--- src/rtl/seg_addr_unit.sv ---
module seg_addr_unit #(
  parameter int          SEG_W    = 4,
  parameter int          PAGE_W   = 8,
  parameter logic [15:0] PER_TOP  = 16'h01FF,
  parameter logic [15:0] RAM_TOP  = 16'h09FF,
  parameter logic [15:0] ROM_BASE = 16'hC000,
  localparam int PA_W = (SEG_W + 16 > PAGE_W + 15) ? SEG_W + 16 : PAGE_W + 15
) (
  input  logic              clk,
  input  logic              rst_n,
  input  logic              req_valid,
  input  logic              req_fetch,
  input  logic              req_stack,
  input  logic              req_write,
  input  logic              req_byte,
  input  logic [15:0]       req_addr,
  input  logic              ext_en,
  input  logic [SEG_W-1:0]  code_seg,
  input  logic [PAGE_W-1:0] page0,
  input  logic [PAGE_W-1:0] page1,
  input  logic              page_sel,
  output logic              out_valid,
  output logic [PA_W-1:0]   phys_addr,
  output logic              en_periph,
  output logic              en_ram,
  output logic              en_rom,
  output logic              wr_blocked,
  output logic              vec_hit,
  output logic              align_err,
  output logic              width_err,
  output logic              bus_err
);
  localparam logic [15:0] RAM_BASE = PER_TOP + 16'd1;
  localparam logic [15:0] VEC_BASE = 16'hFFE0;

  logic [PAGE_W-1:0] page;
  logic [PA_W-1:0]   flat_pa, code_pa, data_pa, pa_n;
  logic [15:0]       lo;
  logic in_per, in_ram, in_rom, is_wr, w_err, a_err, b_err, blk, ok;

  assign page    = page_sel ? page1 : page0;
  assign flat_pa = {{(PA_W-16){1'b0}}, req_addr};
  assign code_pa = ({{(PA_W-SEG_W){1'b0}}, code_seg} << 16) + flat_pa;
  assign data_pa = ({{(PA_W-PAGE_W){1'b0}}, page} << 14) + flat_pa;
  assign pa_n    = !ext_en ? flat_pa : (req_fetch ? code_pa : data_pa);
  assign lo      = pa_n[15:0];

  assign in_per = lo <= PER_TOP;
  assign in_ram = (lo >= RAM_BASE) && (lo <= RAM_TOP);
  assign in_rom = lo >= ROM_BASE;

  assign is_wr = req_write & ~req_fetch;
  assign w_err = (req_fetch | req_stack) & req_byte;
  assign a_err = ~req_byte & req_addr[0];
  assign b_err = ~(in_per | in_ram | in_rom);
  assign blk   = is_wr & in_rom & ~w_err & ~a_err;
  assign ok    = req_valid & ~(w_err | a_err | b_err | blk);

  always_ff @(posedge clk) begin
    if (!rst_n) begin
      out_valid  <= 1'b0;
      phys_addr  <= '0;
      en_periph  <= 1'b0;
      en_ram     <= 1'b0;
      en_rom     <= 1'b0;
      wr_blocked <= 1'b0;
      vec_hit    <= 1'b0;
      align_err  <= 1'b0;
      width_err  <= 1'b0;
      bus_err    <= 1'b0;
    end else begin
      out_valid  <= req_valid;
      phys_addr  <= req_valid ? pa_n : '0;
      en_periph  <= ok & in_per;
      en_ram     <= ok & in_ram;
      en_rom     <= ok & in_rom;
      wr_blocked <= req_valid & blk;
      vec_hit    <= req_valid & (lo >= VEC_BASE);
      align_err  <= req_valid & a_err;
      width_err  <= req_valid & w_err;
      bus_err    <= req_valid & b_err;
    end
  end


  one_enable_chk: assert property (@(posedge clk) disable iff (!rst_n)
    $onehot0({en_periph, en_ram, en_rom}));


  no_enable_on_buserr_chk: assert property (@(posedge clk) disable iff (!rst_n)
    bus_err |-> !(en_periph | en_ram | en_rom));


  blocked_write_chk: assert property (@(posedge clk) disable iff (!rst_n)
    ($past(rst_n) && wr_blocked) |-> (!en_rom && $past(req_write) && !$past(req_fetch)));


  align_cause_chk: assert property (@(posedge clk) disable iff (!rst_n)
    ($past(rst_n) && align_err) |-> ($past(req_addr[0]) && !$past(req_byte)));


  flat_space_chk: assert property (@(posedge clk) disable iff (!rst_n)
    ($past(rst_n) && $past(req_valid) && !$past(ext_en)) |->
      (phys_addr == {{(PA_W-16){1'b0}}, $past(req_addr)}));


  latency_chk: assert property (@(posedge clk) disable iff (!rst_n)
    $past(rst_n) |-> (out_valid == $past(req_valid)));


  vector_range_chk: assert property (@(posedge clk) disable iff (!rst_n)
    vec_hit |-> (phys_addr[15:0] >= VEC_BASE));
endmodule

--- config.mk ---
export PLATFORM = sky130hd
export DESIGN_NAME = seg_addr_unit
export DESIGN_NICKNAME = d
export VERILOG_FILES = /design/src/rtl/seg_addr_unit.sv
export SDC_FILE = /design/constraint.sdc
export NUM_CORES = 1
export LEC_CHECK = 0
export BUFFER_PORTS_ARGS = -buffer_cell sky130_fd_sc_hd__buf_2
export CAP_MARGIN = 20
export CORE_MARGIN = 2
export CORE_UTILIZATION = 42
export CTS_CLUSTER_DIAMETER = 30
export DETAILED_ROUTE_END_ITERATION = 8
export HOLD_SLACK_MARGIN = 0.12
export PLACE_DENSITY_LB_ADDON = 0.12
export SKIP_LAST_GASP = 1
export SYNTH_ARGS = -nofsm -noshare
export SYNTH_HDL_FRONTEND = slang
export SYNTH_SLANG_ARGS = --single-unit
export TNS_END_PERCENT = 10
--- constraint.sdc ---
create_clock -name clk -period 2.1 [get_ports clk]
set_input_delay 0.105 -clock clk [delete_from_list [all_inputs] [get_ports clk]]
set_output_delay 0.105 -clock clk [all_outputs]
set_load 0.05 [all_outputs]
==> results of run 1 <==
layout make-up:
| type | count | area (µm²) | area share (%) |
|---|---|---|---|
| Timing Repair Buffer | 101 | 628 | 30.9 |
| Multi-Input combinational cell | 91 | 643 | 31.7 |
| Sequential cell | 32 | 641 | 31.5 |
| Inverter | 5 | 18.8 | 0.924 |
| Tap cell | 33 | 41.3 | 2.03 |
| Clock buffer | 8 | 58.8 | 2.90 |
cells in the mapped netlist, drive strengths merged:
cell type  instances
and3              14
nor4               2
nand2              7
a21o               1
fa                 1
buf                3
dfxtp             32
or3                4
nand3b             3
clkbuf             2
a211oi             2
a31oi              1
inv                5
o21ai              2
nor4b              2
nand4              2
nand3              5
o22ai              1
a21oi              3
nor3b              3
nor2              11
o211a              1
nor2b              3
nand2b             1
nor3               3
o21a               1
a221oi             1
ha                 2
mux2i              9
xor2               3
and4bb             2
mux2               1
stage by stage:
| stage | setup slack [ns] | utilization (%) | area (µm²) |
|---|---|---|---|
| final | 0.538 | 67.6 | 2030 |
| after global routing | 0.439 | 67.6 | 2030 |
| after CTS | 0.0354 | 67.5 | 2030 |
| after detailed placement | 0.205 | 57.3 | 1720 |
| after global placement | 0.241 | 57.3 | 1720 |
| after floorplan | 0.267 | - | 1320 |
worst max-delay path, delay by kind of cell:
kind	cells	cell delay, ns
and+or+nand+nor	2	0.46
muxes	1	0.22
buffers and inverters	3	0.23
adders and majority gates	2	0.64
AOI/OAI and AO/OA	1	0.13
cell families (layout without fill, tap and decap cells):
logic type / after synthesis / count (layout) / share of synthesized area, %
flip-flops: 32 / 32 / 48.7
adder cells (fa/ha/maj): 3 / 3 / 3.43
XOR/XNOR: 3 / 3 / 2.00
AO/OA/AOI/OAI: 13 / 13 / 7.42
buffers and inverters: 10 / 114 / 3.33
AND/OR/NAND/NOR: 62 / 62 / 27.4
multiplexers: 10 / 10 / 7.71
report_power, final:
part / switching [mW] / total, mW / internal [mW]
Clock: 0.200 / 0.365 / 0.165
Sequential: 0.00426 / 0.631 / 0.627
Combinational: 0.171 / 0.289 / 0.117
worst paths after layout:
path | endpoint
worst min-delay path | phys_addr[21]
worst max-delay path | en_ram
what timing repair did:
item                                   CTS  global route
hold buffers                            25             0
endpoints found under the hold margin   26             0
setup endpoints to repair                0             1
resized for setup                        0             2
layer usage:
layer  global-route usage [%]  share of wire (%)
met3                     6.71                7.5
met4                     6.67                1.3
met5                        0                  0
met1                     22.2                 44
met2                     30.9                 47
==> results.md, run 1 <==
- Static timing analysis puts the maximum clock frequency at 0.640 GHz.
- The area growth from synthesis to layout is 54.4%.
- The first global-routing pass estimated 4.98 mm of wire.
- Data on the critical path is required at its endpoint by ~2.3 ns.
- Buffers added to address setup during post-CTS repair amount to 0.
- The top-level I/O count is 77.
- In the final routed layout, each cell accounts on average for roughly 12 µm.
- The worst hold path startpoint is page0[7].
- The final-report hold violation count came to 0.
- The maximum vdd drop is 0.271 mV.
- The count of state elements after synthesis is 32.
- The worst setup path is launched from an input port.
- The time the final worst path needs with I/O delays and setup is 1.56 ns.
- The library cell used most frequently in the layout, excluding fill and tap cells, is buf_2.
- The class of the most critical hold timing path is in -> reg.
- Headroom to the max-slew limit came out at 64.9%.
- Along the worst path, the maximum fanout reaches 3.
- The number of antenna violations at the first check in global routing was 0.
- TritonCTS built the clock tree.
- The count of buffers inserted at the top-level ports is 76.
- The layout has 240 filler cells.
- After detailed placement, the design holds a cell count of 238.
- The launch point of the worst path is page_sel.
- Walking the worst path, the cells encountered are buf_2, mux2_2, ha_1, inv_1, fa_1, inv_1, nor3b_1, o21ai_1, nor4b_1.
- The initial core utilization is 43.8%.
- The average size of a mapped cell is 9.89 µm².
- The number of rows in the core area is 20.
- The depth of the worst hold-timing path is 4.
- The library cell contributing the largest single delay on the critical path is fa_1.
- The run finished with clean final reports.
- The biggest area contributor in the post-synthesis netlist is dfxtp_1.
- The setup TNS is 0 ns.
- 0 antenna diodes ended up in the layout.
- After global routing the overflow that remains totals 0.
- The floorplan die area is 0.00359 mm².
- Clock-pin slew was measured on the worst setup and hold paths at 0.10 ns.
- The number of warnings issued by yosys is 0.
- The synthesized net count is 181.
- Global routing used about a fifth of the available tracks.
- The critical path start-end classification is in -> reg.
- The number of cells produced by synthesis is 133.
- The vias after detailed routing is 1312.
- The maximum cell stage delay along the critical path is 0.49 ns.
- The top cell types in the final layout, fill and taps aside, are 76 x buf_2, 32 x dfxtp_1, 24 x dlygate4sd3_1.
- Entering global routing, the biggest net connects 16 pins.
- At the pin with the least slew margin, the transition time is 0.526 ns.
- Once detailed placement completed, the half-perimeter wirelength came to about 2.4 mm.
- The count of nets left with antenna violations once routing finished came out at 0.
- The total power divided by cell area is 633 mW/mm².
- The overall die height is 60.0 µm.
- More flip-flops sit in one register than any other, and that register is phys_addr.
- In this run the static leakage power is 1.05 nW.
- Counting the buffers created by CTS gives 5.
- The post-route non-filler standard cell count is 270.
- The longest clock path from root to sink contains 2 buffers.
- The via count of the first global-routing pass was ~1.2k.
- The max-cap check violation count is 0.
- The worst path uses 74.4% of the clock period.
- Sorting the synthesized cells by area gives the leading types as dfxtp_1 49%, mux2i_1 6.9%, and3_1 6.7%, nor2_1 3.1%, xor2_1 2.0%.
- The final-stage net count is about 280.
- CTS placed an instance of clkbuf_4 at the clock tree root.
- The core region is 0.00300 mm².
- The worst endpoint data arrival time is 1.80 ns.
- The worst hold-check slack is 0.139 ns.
- Counting stages on the worst path, the most repeated cell is inv_1.
- The critical path capture point type is a flip-flop.
- The first TritonRoute pass finished after 4 iterations.
- The number of unique standard cell types used by synthesis is 36.
- The max-slew violation count is 0.
- The congestion estimate from routability-driven global placement came to 0.748.
- The initial DRC count is 38.
- The tree built by TritonCTS fans out to 32 sinks.
- Using the TritonRoute via totals, the vias-per-cell ratio works out to 4.86.
- The width of the die is between 50 and 60 µm.
- The final number of setup-violating endpoints is 0.
- The H-tree was split into 2 levels.
- Setup repair after global routing left no endpoint under its margin.
- The synthesized netlist occupies a cell area of between 0.001 and 0.0015 mm².
- The sum of routed wire length over all layers is 3.31 mm.
- The share of synthesized area occupied by flip-flops and latches is 48.7%.
- Of the cells placed in the final design, the portion with a size suffix greater than 1 is roughly 38%.
- The register with the most flip-flops in the layout has 23 of them.
- The number of design rule violations left after detail routing is 0.
- The total power is ~1.3 mW.
- After synthesis, the largest area contributor takes up 48.7% of total cell area.
Power figures use the tool's default switching activity.
==> run 2: changes to the inputs <==
--- a/config.mk
+++ b/config.mk
@@ -5,10 +5,11 @@
 export SDC_FILE = /design/constraint.sdc
 export NUM_CORES = 1
 export LEC_CHECK = 0
+export ABC_AREA = 1
 export BUFFER_PORTS_ARGS = -buffer_cell sky130_fd_sc_hd__buf_2
 export CAP_MARGIN = 20
 export CORE_MARGIN = 2
-export CORE_UTILIZATION = 42
+export CORE_UTILIZATION = 39
 export CTS_CLUSTER_DIAMETER = 30
 export DETAILED_ROUTE_END_ITERATION = 8
 export HOLD_SLACK_MARGIN = 0.12
==> constraint.sdc (replaced) <==
create_clock -name clk -period 1.4 [get_ports clk]
set_input_delay 0.07 -clock clk [delete_from_list [all_inputs] [get_ports clk]]
set_output_delay 0.07 -clock clk [all_outputs]
set_load 0.05 [all_outputs]
==> results.md, run 2 <==
- The flow ran to the end, and the final reports show no timing, DRC or antenna violations.
- The area of the mapped netlist came to 0.00142 mm² (+8.0%).
- The required time of the critical path is 1.62 ns (-0.72 ns).
- The initial DRC count is 35 (-7.9%).
- The worst hold-check slack is 0.150 ns (+0.0109 ns).
- The total routing resource utilization after global routing is 18.1% (-0.60 points).
- The number of warnings issued by yosys was 0 (unchanged).
- The largest register by flop count is phys_addr.
- The tightest min-delay check is of the in -> reg type.
- The worst endpoint data arrival time is 1.59 ns (-0.21 ns).
- The period utilization is 98.2%.
- The number of iterations in the first detailed-routing pass came to 4 (unchanged).
- The antenna diode instance count is 0 (unchanged).
- The number of unique standard cell types used by synthesis is 29 (-19%).
- The sum of routed wire length over all layers is 3.47 mm (+4.6%).
- The count of buffers inserted at the top-level ports was 76 (unchanged).
- The footprint of the multi-input gates is 621 µm² (-3.5%).
- CTS placed an instance of clkbuf_4 at the clock tree root.
- The most used standard cell by instance count after synthesis is nand2_1.
- The leading cell type in the layout, fill and taps excluded is buf_2.
- The vias after detailed routing is 1504 (+15%).
- The worst hold path begins at page0[7].
- The number of cells produced by synthesis is 195 (+47%).
- The share of synthesized area occupied by flip-flops and latches is 45.1% (-3.6 points).
- The global-route congestion overflow total is 0 (unchanged).
- The standard cell core area is 0.00342 mm² (+14%).
- The number of flops mapped to enable cells by yosys is 0 (unchanged).
- The fraction of the mapped netlist area in simple logic gates came to 34.6% (+7.2 points).
- The number of buffers added by the clock tree synthesis step is 5 (unchanged).
- The count of state elements after synthesis came to 32 (unchanged).
- The final core area utilization is 66.7% (-0.92 points).
- The final-report hold violation count is 0 (unchanged).
- The summed area of non-filler cells in the final layout was 0.00228 mm² (+12%).
- The routed wirelength normalized by instance count came to 9.71 µm (-21%).
- Based on the critical path, the design can be clocked at up to approximately 0.73 GHz.
- The total power divided by cell area came to 926 mW/mm² (+46%).
- The post-route non-filler standard cell count was 357 (+32%).
- The wire length of the first global-routing pass came to 5.84 mm (+17%).
- The most used flip-flop cell after synthesis is dfxtp_1.
- The overall die height is 64.3 µm (+7.3%).
- The library cell contributing the largest single delay on the critical path is dlygate4sd3_1.
- The top-level I/O count is 77 (unchanged).
- The average size of a mapped cell is 7.28 µm² (-26%).
- The count of placed standard cells including taps is 321 (+35%).
- The depth of the worst hold-timing path is 6 (+2).
- The number of flip-flops in the largest register came to 23 (unchanged).
- The fraction of registers with async set or reset after synthesis was 0% (unchanged).
- The synthesized design spends more area on one cell type than any other, namely dfxtp_1.
- The actual transition at the worst max-transition pin is 0.286 ns (-0.240 ns).
- The number of antenna violations at the first check in global routing is 0 (unchanged).
- The critical path capture point type is a flip-flop.
- The proportion of netlist area held by the largest area contributor was 45.1% (-3.6 points).
- Setup repair after global routing could not meet its margin everywhere.
- The via count of the first global-routing pass was 1406 (+21%).
- TritonCTS built the clock tree.
- The proportion of synthesized area in mux cells came to 0% (-7.7 points).
- The number of design rule violations left after detail routing is 0 (unchanged).
- The layout filler cell count came to 323 (+35%).
- The time the final worst path needs with I/O delays and setup is about 1.4 ns.
- The internal power contribution is 1.52 mW (+67%).
- The pin count of the biggest net entering global routing came to 21 (+5).
- Traced cell by cell, the critical path runs through dlygate4sd3_1, buf_2, nand2_1, nand2_1, dlygate4sd3_1, nand2_1, inv_1, nand2_1, nand2_1.
- The maximum cell stage delay along the critical path came to 0.55 ns (+0.06 ns).
- The clock network fraction of design power is 31.8% (+3.4 points).
- Leaving out fill and tap cells, the most frequent cells in the layout are 75 x buf_2, 37 x nand2_1, 37 x nor2_1.
- Tracing the worst setup path back leads to its startpoint at page1[7].
- By count the netlist is led by 38 x nand2_1, 37 x nor2_1, 34 x inv_1, 32 x dfxtp_1, 10 x nand3_1.
- The peak fanout along the critical path was 2 (-1).
- The layout cell share with drive strength beyond 1 was 36.7% (-1.3 points).
- The max-slew violation count is 0 (unchanged).
- The width of the die came to 64.3 µm (+7.3%).
- The clock transition time at the flip-flop clock pins of the worst setup and hold paths is 0.09 ns (about the same).
- The half-perimeter wire length after placement is 2.49 mm (+5.7%).
- The largest buffer count on any clock path is 2 (unchanged).
- The switching power is 0.594 mW (+58%).
- The leakage power figure is 1.29 nW (+23%).
- The switching power share of the total was 28.2% (-1.1 points).
- The placer's final routability congestion estimate was 0.792 (+5.9%).
- The number of rows in the core area is 21 (+5.0%).
- The library cell appearing most often on the critical path is nand2_1.
- The area growth from synthesis to layout is 60.4%.
- The critical path start-end classification is in -> reg.
- The via count normalized by instance count was 4.21 (-13%).
- The final number of setup-violating endpoints is 0 (unchanged).
- The maximum vdd drop is 0.364 mV (+35%).
- The maximum level of the CTS H-tree was 2 (unchanged).
- The synthesized net count is 243 (+34%).
- The power share of the sequential group is 44.8% (-4.3 points).
- The logic gate share of total power is 23.4% (+0.9 points).
- The compound-gate portion of the synthesized area was 4.67% (-2.8 points).
- The final-stage net count is 358 (+26%).
- The post-synthesis adder-cell area fraction is 3.17% (-0.25 points).
- The max-cap check violation count was 0 (unchanged).
- The headroom to the max-slew limit came to 80.8% (+16 points).
- The floorplan die area came to 0.00414 mm² (+15%).
- The startpoint kind of the worst setup timing path is an input port.
- The largest family of logic cells by synthesized area is simple AND/OR/NAND/NOR gates.
- The total placed instance area was 0.00190 mm² (+11%).
- The sequential cell area in the final layout is 641 µm² (unchanged).
- The initial core utilization is 41.6% (-2.2 points).
- The xor and xnor fraction of the mapped netlist area came to 0.617% (-1.4 points).
- The setup TNS is 0 ns (unchanged).
- The sink count of the clock tree is 32 (unchanged).
- In the post-synthesis netlist, the biggest area contributors are dfxtp_1 45%, nand2_1 10%, nor2_1 9.8%, inv_1 9.0%, nand3_1 3.5%.
- The post-route antenna net violation count is 0 (unchanged).
-- run 2: changes by cell type after synthesis, moves of 6 or more --
cell,delta
o21ai_0,+6
nand2_1,+32
nor2_1,+26
and3_1,-14
inv_1,+30
mux2i_1,-9
-- run 2: worst max-delay path: cells and delay by family --
kind	cells	cell delay, ns
buffers and inverters	4	1.24
and+or+nand+nor	5	0.28
-- run 2: area by class of cell --
class	instances	area share, %
flip-flops and latches	32	28.1
well taps	46	2.53
inverters	38	6.81
multi-input cells	122	27.2
clock buffers	6	1.81
clock inverters	2	1.54
repair buffers	111	32.0
-- run 2: final timing paths --
check	to	slack, ns
max	phys_addr[21]	0.03
min	phys_addr[21]	0.15
-- run 2: what timing repair did --
| action | CTS | global route |
|---|---|---|
| hold buffers | 28 | 0 |
| setup endpoints to repair | 0 | 8 |
| buffers inserted | 0 | 0 |
| endpoints found under the hold margin | 27 | 0 |
| gates resized for setup | 0 | 6 |
-- run 2: kinds of logic after synthesis --
family	after synthesis
AND/OR/NAND/NOR	107
buffers and inverters	41
flip-flops	32
AO/OA/AOI/OAI	11
adder cells (fa/ha/maj)	3
XOR/XNOR	1
-- run 2: power by group through the flow --
| stage | Clock [mW] | Sequential (mW) | Combinational [mW] |
|---|---|---|---|
| 2_1_floorplan | 0 | 1.08 | 0.181 |
| 3_3_place_gp | 0 | 0.967 | 0.424 |
| 3_5_place_dp | 0 | 0.967 | 0.427 |
| 4_1_cts | 0.688 | 0.946 | 0.487 |
| 5_1_grt | 0.742 | 0.949 | 0.546 |
| 6_report | 0.670 | 0.946 | 0.494 |
-- run 2: per-layer routing --
layer | share of wire [%] | vias up | routed length (µm) | GRT usage, %
li1 | - | 819 | - | -
met5 | 0 | - | 0 | 0
met1 | 41 | 625 | 1430 | 19.2
met2 | 51 | 54 | 1780 | 35.0
met4 | 1.7 | 0 | 60 | 7.18
met3 | 5.7 | 6 | 197 | 2.99
-- run 2: stage by stage --
| step | total power [mW] | setup slack (ns) |
|---|---|---|
| after floorplan | 1.26 | -0.223 |
| after global placement | 1.39 | -0.297 |
| after detailed placement | 1.39 | -0.325 |
| after CTS | 2.12 | 0.0304 |
| after global routing | 2.24 | -0.109 |
| final | 2.11 | 0.0256 |
